`config.mk`:
```
export PLATFORM = sky130hd
export DESIGN_NAME = dmaIrqRegs
export DESIGN_NICKNAME = d
export VERILOG_FILES = /design/src/rtl/dma_irq_pkg.sv /design/src/rtl/dma_irq_ctrl.sv /design/src/rtl/dma_irq_data.sv /design/src/rtl/dmaIrqRegs.sv
export SDC_FILE = /design/constraint.sdc
export NUM_CORES = 1
export LEC_CHECK = 0
export BUFFER_PORTS_ARGS = -buffer_cell sky130_fd_sc_hd__buf_2
export CAP_MARGIN = 20
export CELL_PAD_IN_SITES_DETAIL_PLACEMENT = 1
export CELL_PAD_IN_SITES_GLOBAL_PLACEMENT = 2
export CORE_MARGIN = 3
export CORE_UTILIZATION = 25
export CTS_CLUSTER_SIZE = 40
export DETAILED_ROUTE_END_ITERATION = 10
export PLACE_DENSITY = 0.72
export RECOVER_POWER = 100
export SETUP_SLACK_MARGIN = 0.15
export SLEW_MARGIN = 10
export SYNTH_ARGS = -nofsm -noshare
export SYNTH_HDL_FRONTEND = slang
export SYNTH_HIERARCHICAL = 1
export SYNTH_SLANG_ARGS = --single-unit
```
`constraint.sdc`:
```
create_clock -name clk -period 3.1 [get_ports clk]
set_input_delay 0.465 -clock clk [delete_from_list [all_inputs] [get_ports clk]]
set_output_delay 0.465 -clock clk [all_outputs]
set_load 0.1 [all_outputs]
```
`src/rtl/dma_irq_pkg.sv`:
```
package dma_irq_pkg;
  typedef struct packed {
    logic statusW1c;
    logic maskWr;
    logic rdStatus;
    logic rdMask;
  } regStrobe_t;
endpackage

```
`src/rtl/dma_irq_ctrl.sv`:
```
module dma_irq_ctrl
  import dma_irq_pkg::*;
#(
  parameter int ADDR_W      = 2,
  parameter int STATUS_ADDR = 0,
  parameter int MASK_ADDR   = 1
) (
  input  logic              regWrEn,
  input  logic [ADDR_W-1:0] regAddr,
  output regStrobe_t        strb
);
  localparam logic [ADDR_W-1:0] StatA = ADDR_W'(STATUS_ADDR);
  localparam logic [ADDR_W-1:0] MaskA = ADDR_W'(MASK_ADDR);

  always_comb begin
    strb.rdStatus  = (regAddr == StatA);
    strb.rdMask    = (regAddr == MaskA);
    strb.statusW1c = regWrEn && strb.rdStatus;
    strb.maskWr    = regWrEn && strb.rdMask;
  end
endmodule

```
`src/rtl/dma_irq_data.sv`:
```
module dma_irq_data
  import dma_irq_pkg::*;
#(
  parameter int               DATA_W      = 32,
  parameter int               EVT_W       = 15,
  parameter int               CODE_W      = 3,
  parameter int               CODE_LSB    = 23,
  parameter int               SUMMARY_BIT = 15,
  parameter int               ERI_BIT     = 14,
  parameter int               FBE_BIT     = 13,
  parameter int               RCV_BIT     = 6,
  parameter logic [EVT_W-1:0] LIVE_BITS   = 15'h67FF,
  parameter logic [EVT_W-1:0] ABN_BITS    = 15'h27BA
) (
  input  logic              clk,
  input  logic              rstN,
  input  regStrobe_t        strb,
  input  logic [DATA_W-1:0] wrData,
  input  logic [EVT_W-1:0]  evtIn,
  input  logic [CODE_W-1:0] errCode,
  output logic [DATA_W-1:0] rdData,
  output logic              irqOut,
  output logic              busEnable
);
  localparam logic [EVT_W-1:0] NonEri = LIVE_BITS & ~(EVT_W'(1) << ERI_BIT);

  logic [EVT_W-1:0]  statQ, statD, clrVec;
  logic [CODE_W-1:0] codeQ;
  logic [DATA_W-1:0] maskQ, statusWord;
  logic              summary, irqQ;

  assign clrVec = strb.statusW1c ? wrData[EVT_W-1:0] : '0;

  // per-bit next state: set dominates a simultaneous write-1 clear
  for (genvar g = 0; g < EVT_W; g++) begin : gBit
    if (!LIVE_BITS[g]) begin : gRsvd
      assign statD[g] = 1'b0;
    end else if (g == ERI_BIT) begin : gEri
      assign statD[g] = !evtIn[RCV_BIT] && (evtIn[g] || (statQ[g] && !clrVec[g]));
    end else begin : gEvt
      assign statD[g] = evtIn[g] || (statQ[g] && !clrVec[g]);
    end
  end

  always_ff @(posedge clk) begin
    if (!rstN) begin
      statQ <= '0;
      codeQ <= '0;
      maskQ <= '0;
      irqQ  <= 1'b0;
    end else begin
      statQ <= statD;
      irqQ  <= summary;
      if (strb.maskWr) maskQ <= wrData;
      if (evtIn[FBE_BIT] && (!statQ[FBE_BIT] || clrVec[FBE_BIT]))
        codeQ <= errCode;
      else if (statQ[FBE_BIT] && clrVec[FBE_BIT])
        codeQ <= '0;
    end
  end

  assign summary   = |(statQ & maskQ[EVT_W-1:0] & ABN_BITS);
  assign irqOut    = irqQ;
  assign busEnable = !statQ[FBE_BIT];

  always_comb begin
    statusWord                       = '0;
    statusWord[EVT_W-1:0]            = statQ;
    statusWord[SUMMARY_BIT]          = summary;
    statusWord[CODE_LSB +: CODE_W]   = codeQ;
  end

  assign rdData = strb.rdStatus ? statusWord : (strb.rdMask ? maskQ : '0);

  // any live non-early-receive event is visible after the edge
  p_event_latch_r1: assert property (@(posedge clk) disable iff (!rstN)
    ((evtIn & NonEri) != '0) |=> ((statQ & $past(evtIn & NonEri)) == $past(evtIn & NonEri)));
  // a write of 1 without a concurrent event clears the bit
  p_w1c_clear_r2: assert property (@(posedge clk) disable iff (!rstN)
    (clrVec[1] && !evtIn[1]) |=> !statQ[1]);
  // set beats clear
  p_set_wins_r3: assert property (@(posedge clk) disable iff (!rstN)
    (clrVec[3] && evtIn[3]) |=> statQ[3]);
  // interrupt line trails the summary by one cycle
  p_irq_follow_r5: assert property (@(posedge clk) disable iff (!rstN)
    summary |=> irqOut);
  // receive complete removes early receive
  p_rcv_clears_eri_r6: assert property (@(posedge clk) disable iff (!rstN)
    evtIn[RCV_BIT] |=> !statQ[ERI_BIT]);
  // code held while the fatal bit stays set
  p_code_hold_r7: assert property (@(posedge clk) disable iff (!rstN)
    (statQ[FBE_BIT] && !clrVec[FBE_BIT]) |=> $stable(codeQ));
endmodule

```
`src/rtl/dmaIrqRegs.sv`:
```
module dmaIrqRegs
  import dma_irq_pkg::*;
#(
  parameter int ADDR_W = 2,
  parameter int DATA_W = 32,
  parameter int EVT_W  = 15,
  parameter int CODE_W = 3
) (
  input  logic              clk,
  input  logic              rstN,
  input  logic              regWrEn,
  input  logic [ADDR_W-1:0] regAddr,
  input  logic [DATA_W-1:0] regWrData,
  output logic [DATA_W-1:0] regRdData,
  input  logic [EVT_W-1:0]  evtIn,
  input  logic [CODE_W-1:0] busErrCode,
  output logic              irqOut,
  output logic              busEnable
);
  regStrobe_t strb;

  dma_irq_ctrl #(.ADDR_W(ADDR_W)) uCtrl (
    .regWrEn (regWrEn),
    .regAddr (regAddr),
    .strb    (strb)
  );

  dma_irq_data #(.DATA_W(DATA_W), .EVT_W(EVT_W), .CODE_W(CODE_W)) uData (
    .clk       (clk),
    .rstN      (rstN),
    .strb      (strb),
    .wrData    (regWrData),
    .evtIn     (evtIn),
    .errCode   (busErrCode),
    .rdData    (regRdData),
    .irqOut    (irqOut),
    .busEnable (busEnable)
  );
endmodule

```
==> impl_metrics.env <==
export IMPL_fin_hold_ws_ps=329
export IMPL_worst_pin_slew_ps=1180
export IMPL_grt_total_usage=0.123
export IMPL_die_w_um=101
export IMPL_hold_violations=0
export IMPL_core_area_um2=8720
export IMPL_ant_nets=0
export IMPL_drive_gt1_frac=0.242
export IMPL_wl_um=6160
export IMPL_multi_input_area_um2=1190
export IMPL_synth_area_per_cell_um2=8.80
export IMPL_ctsHoldBuffers=0
export IMPL_min_from="evtIn[6]"
export IMPL_start_util=0.258
export IMPL_viasPerCell=4.45
export IMPL_grt_pass1_vias=1971
export IMPL_io_pins=89
export IMPL_ir_drop_v=0.000171
export IMPL_hold_path_depth=2
export IMPL_grt_pass1_wl_um=9920
export IMPL_clkLatencyLatePin_ps=310
export IMPL_p_leak_uw=0.00111
export IMPL_min_to="uData/statQ[14]$_SDFF_PN0_"
export IMPL_reg2reg_depth=3
export IMPL_start_kind="primary input"
export IMPL_cts_resized=0
export IMPL_slew_limit_headroom=0.218
export IMPL_period_share=0.851
export IMPL_synth_seq_cells=49
export IMPL_hpwl_um=4490
export IMPL_syn_instance_count=256
export IMPL_required_ps=2630
export IMPL_reg2reg_to="uData/irqOut$_SDFF_PN0_"
export IMPL_slew_viol_final=0
export IMPL_final_fill_count=1084
export IMPL_register_area_um2=981
export IMPL_layout_common_cells="buf_2, dfxtp_1, nand2_1"
export IMPL_wl_per_cell_um=13.8
export IMPL_clk_pin_slew_worst_paths_ps=90
export IMPL_antenna_found_initial=0
export IMPL_overflow=0
export IMPL_synth_yosys_warnings=6
export IMPL_max_cap_violations=0
export IMPL_grt_setup_unrepaired="no"
export IMPL_synthesis_area_um2=2250
export IMPL_port_buffers=86
export IMPL_cp_arrival_ps=2170
export IMPL_dr_pass1_iters=4
export IMPL_drt_initial_drc_count=24
export IMPL_clkSinkCount=49
export IMPL_grt_max_degree=50
export IMPL_worstSetupPathType="primary input to output port"
export IMPL_place_congestion=0.706
export IMPL_max_freq_mhz=379
export IMPL_seq_area_frac_synth=0.435
export IMPL_p_per_area_nw_per_um2=489
export IMPL_reg2reg_from="uData/statQ[3]$_SDFF_PN0_"
export IMPL_tritoncts="built"
export IMPL_cts_root_buf="clkbuf_8"
export IMPL_finalSetupTns_ps=0
export IMPL_skew_ps=8.08
export IMPL_drc=0
export IMPL_layout_area_overhead_vs_synth_pct=27.2
export IMPL_num_vias=1991
export IMPL_dieHeight_um=101
export IMPL_ys_types=27
export IMPL_status="finished clean"
export IMPL_final_common_cell="buf_2"
export IMPL_finalSetupViolCount=0
export IMPL_path_max_fanout=16
export IMPL_htreeDepth=2
export IMPL_die_area_um2=10200
export IMPL_cts_setup_buffers=0
export IMPL_syn_num_nets=311
export IMPL_hold_class="primary input to flip-flop"
export IMPL_numCtsBuffers=5
export IMPL_diodes=0
export IMPL_r2r_slack_ps=1790
export IMPL_fin_util=0.329
export IMPL_num_nets_final=393
export IMPL_crit_path_end_kind="output port"
export IMPL_period_minus_slack_ps=2640
export IMPL_core_rowCount=34
export IMPL_max_clock_path_buffers=2
[worst max-delay path by stage]
stage                     startpoint             to  slack [ps]  depth (start not counted)
after floorplan           regAddr[1]   regRdData[2]        -330                          4
after global placement    regAddr[1]   regRdData[4]         730                          6
after detailed placement  regAddr[1]   regRdData[4]         690                          6
after CTS                 regAddr[1]   regRdData[4]         680                          6
after global routing      regAddr[1]  regRdData[18]         350                          5
final                     regAddr[1]  regRdData[18]         460                          5
[report_power, final]
| group | switching [uW] | internal, uW |
|---|---|---|
| clock | 216 | 263 |
| combinational | 168 | 78.0 |
| sequential | 18.4 | 658 |
[cell usage after synthesis]
master | count | area share
nand2_1 | 45 | 0.075
o21ai_0 | 19 | 0.042
clkbuf_1 | 8 | 0.013
nand3_1 | 3 | 0.0067
o21a_1 | 2 | 0.0067
a221o_1 | 1 | 0.0044
a22oi_1 | 1 | 0.0033
a222oi_1 | 1 | 0.0044
a21boi_0 | 3 | 0.010
a22o_1 | 2 | 0.0078
a21bo_2 | 1 | 0.0044
nor3b_1 | 2 | 0.0067
and3b_2 | 1 | 0.0044
inv_1 | 1 | 0.0017
and2_1 | 15 | 0.042
buf_1 | 1 | 0.0017
and2b_2 | 1 | 0.0039
a21oi_1 | 12 | 0.027
dfxtp_1 | 49 | 0.44
o31a_2 | 1 | 0.0044
a21boi_1 | 1 | 0.0033
nor2_1 | 2 | 0.0033
nor2b_1 | 43 | 0.12
buf_2 | 5 | 0.011
mux2i_1 | 32 | 0.14
nor2b_4 | 1 | 0.0061
buf_4 | 3 | 0.010
[layout make-up]
type                            count  share of cell area
Inverter                            1             0.00131
Multi-Input combinational cell    189               0.415
Timing Repair Buffer               92               0.154
Clock buffer                        7              0.0301
Sequential cell                    49               0.342
Tap cell                          108              0.0472
Clock inverter                      1              0.0105
[state kept, by name (all words and copies together), names as in the netlist]
register and cells:
uData/maskQ 32, uData/statQ 13, uData/irqOut 1, uData/codeQ 3
[per-layer routing]
| layer | global-route usage | vias up | share of wire |
|---|---|---|---|
| met4 | 0.0368 | 0 | 0.0080 |
| met1 | 0.170 | 914 | 0.47 |
| met3 | 0.0277 | 5 | 0.072 |
| li1 | - | 1006 | - |
| met2 | 0.192 | 66 | 0.45 |
| met5 | 0 | - | 0 |
[worst max-delay path: stages]
cell,delay (ps)
clkbuf_1,120
and2b_2,230
nor2b_4,310
and2_1,180
clkbuf_1,870
[cells by family after synthesis]
| logic type | Yosys count | share of synthesized area |
|---|---|---|
| compound gates | 44 | 0.118 |
| buf+inv | 18 | 0.0378 |
| flops | 49 | 0.435 |
| mux | 32 | 0.142 |
| simple gates | 113 | 0.267 |
[through the flow]
stage	power [uW]	setup slack [ps]	area (um^2)	std cells
after floorplan	867	-332	2250	256
after global placement	940	726	2790	439
after detailed placement	945	694	2790	439
after CTS	1430	680	2910	447
after global routing	1480	347	2870	447
final	1400	462	2870	447
No activity file was read; power rests on OpenSTA's default activity.
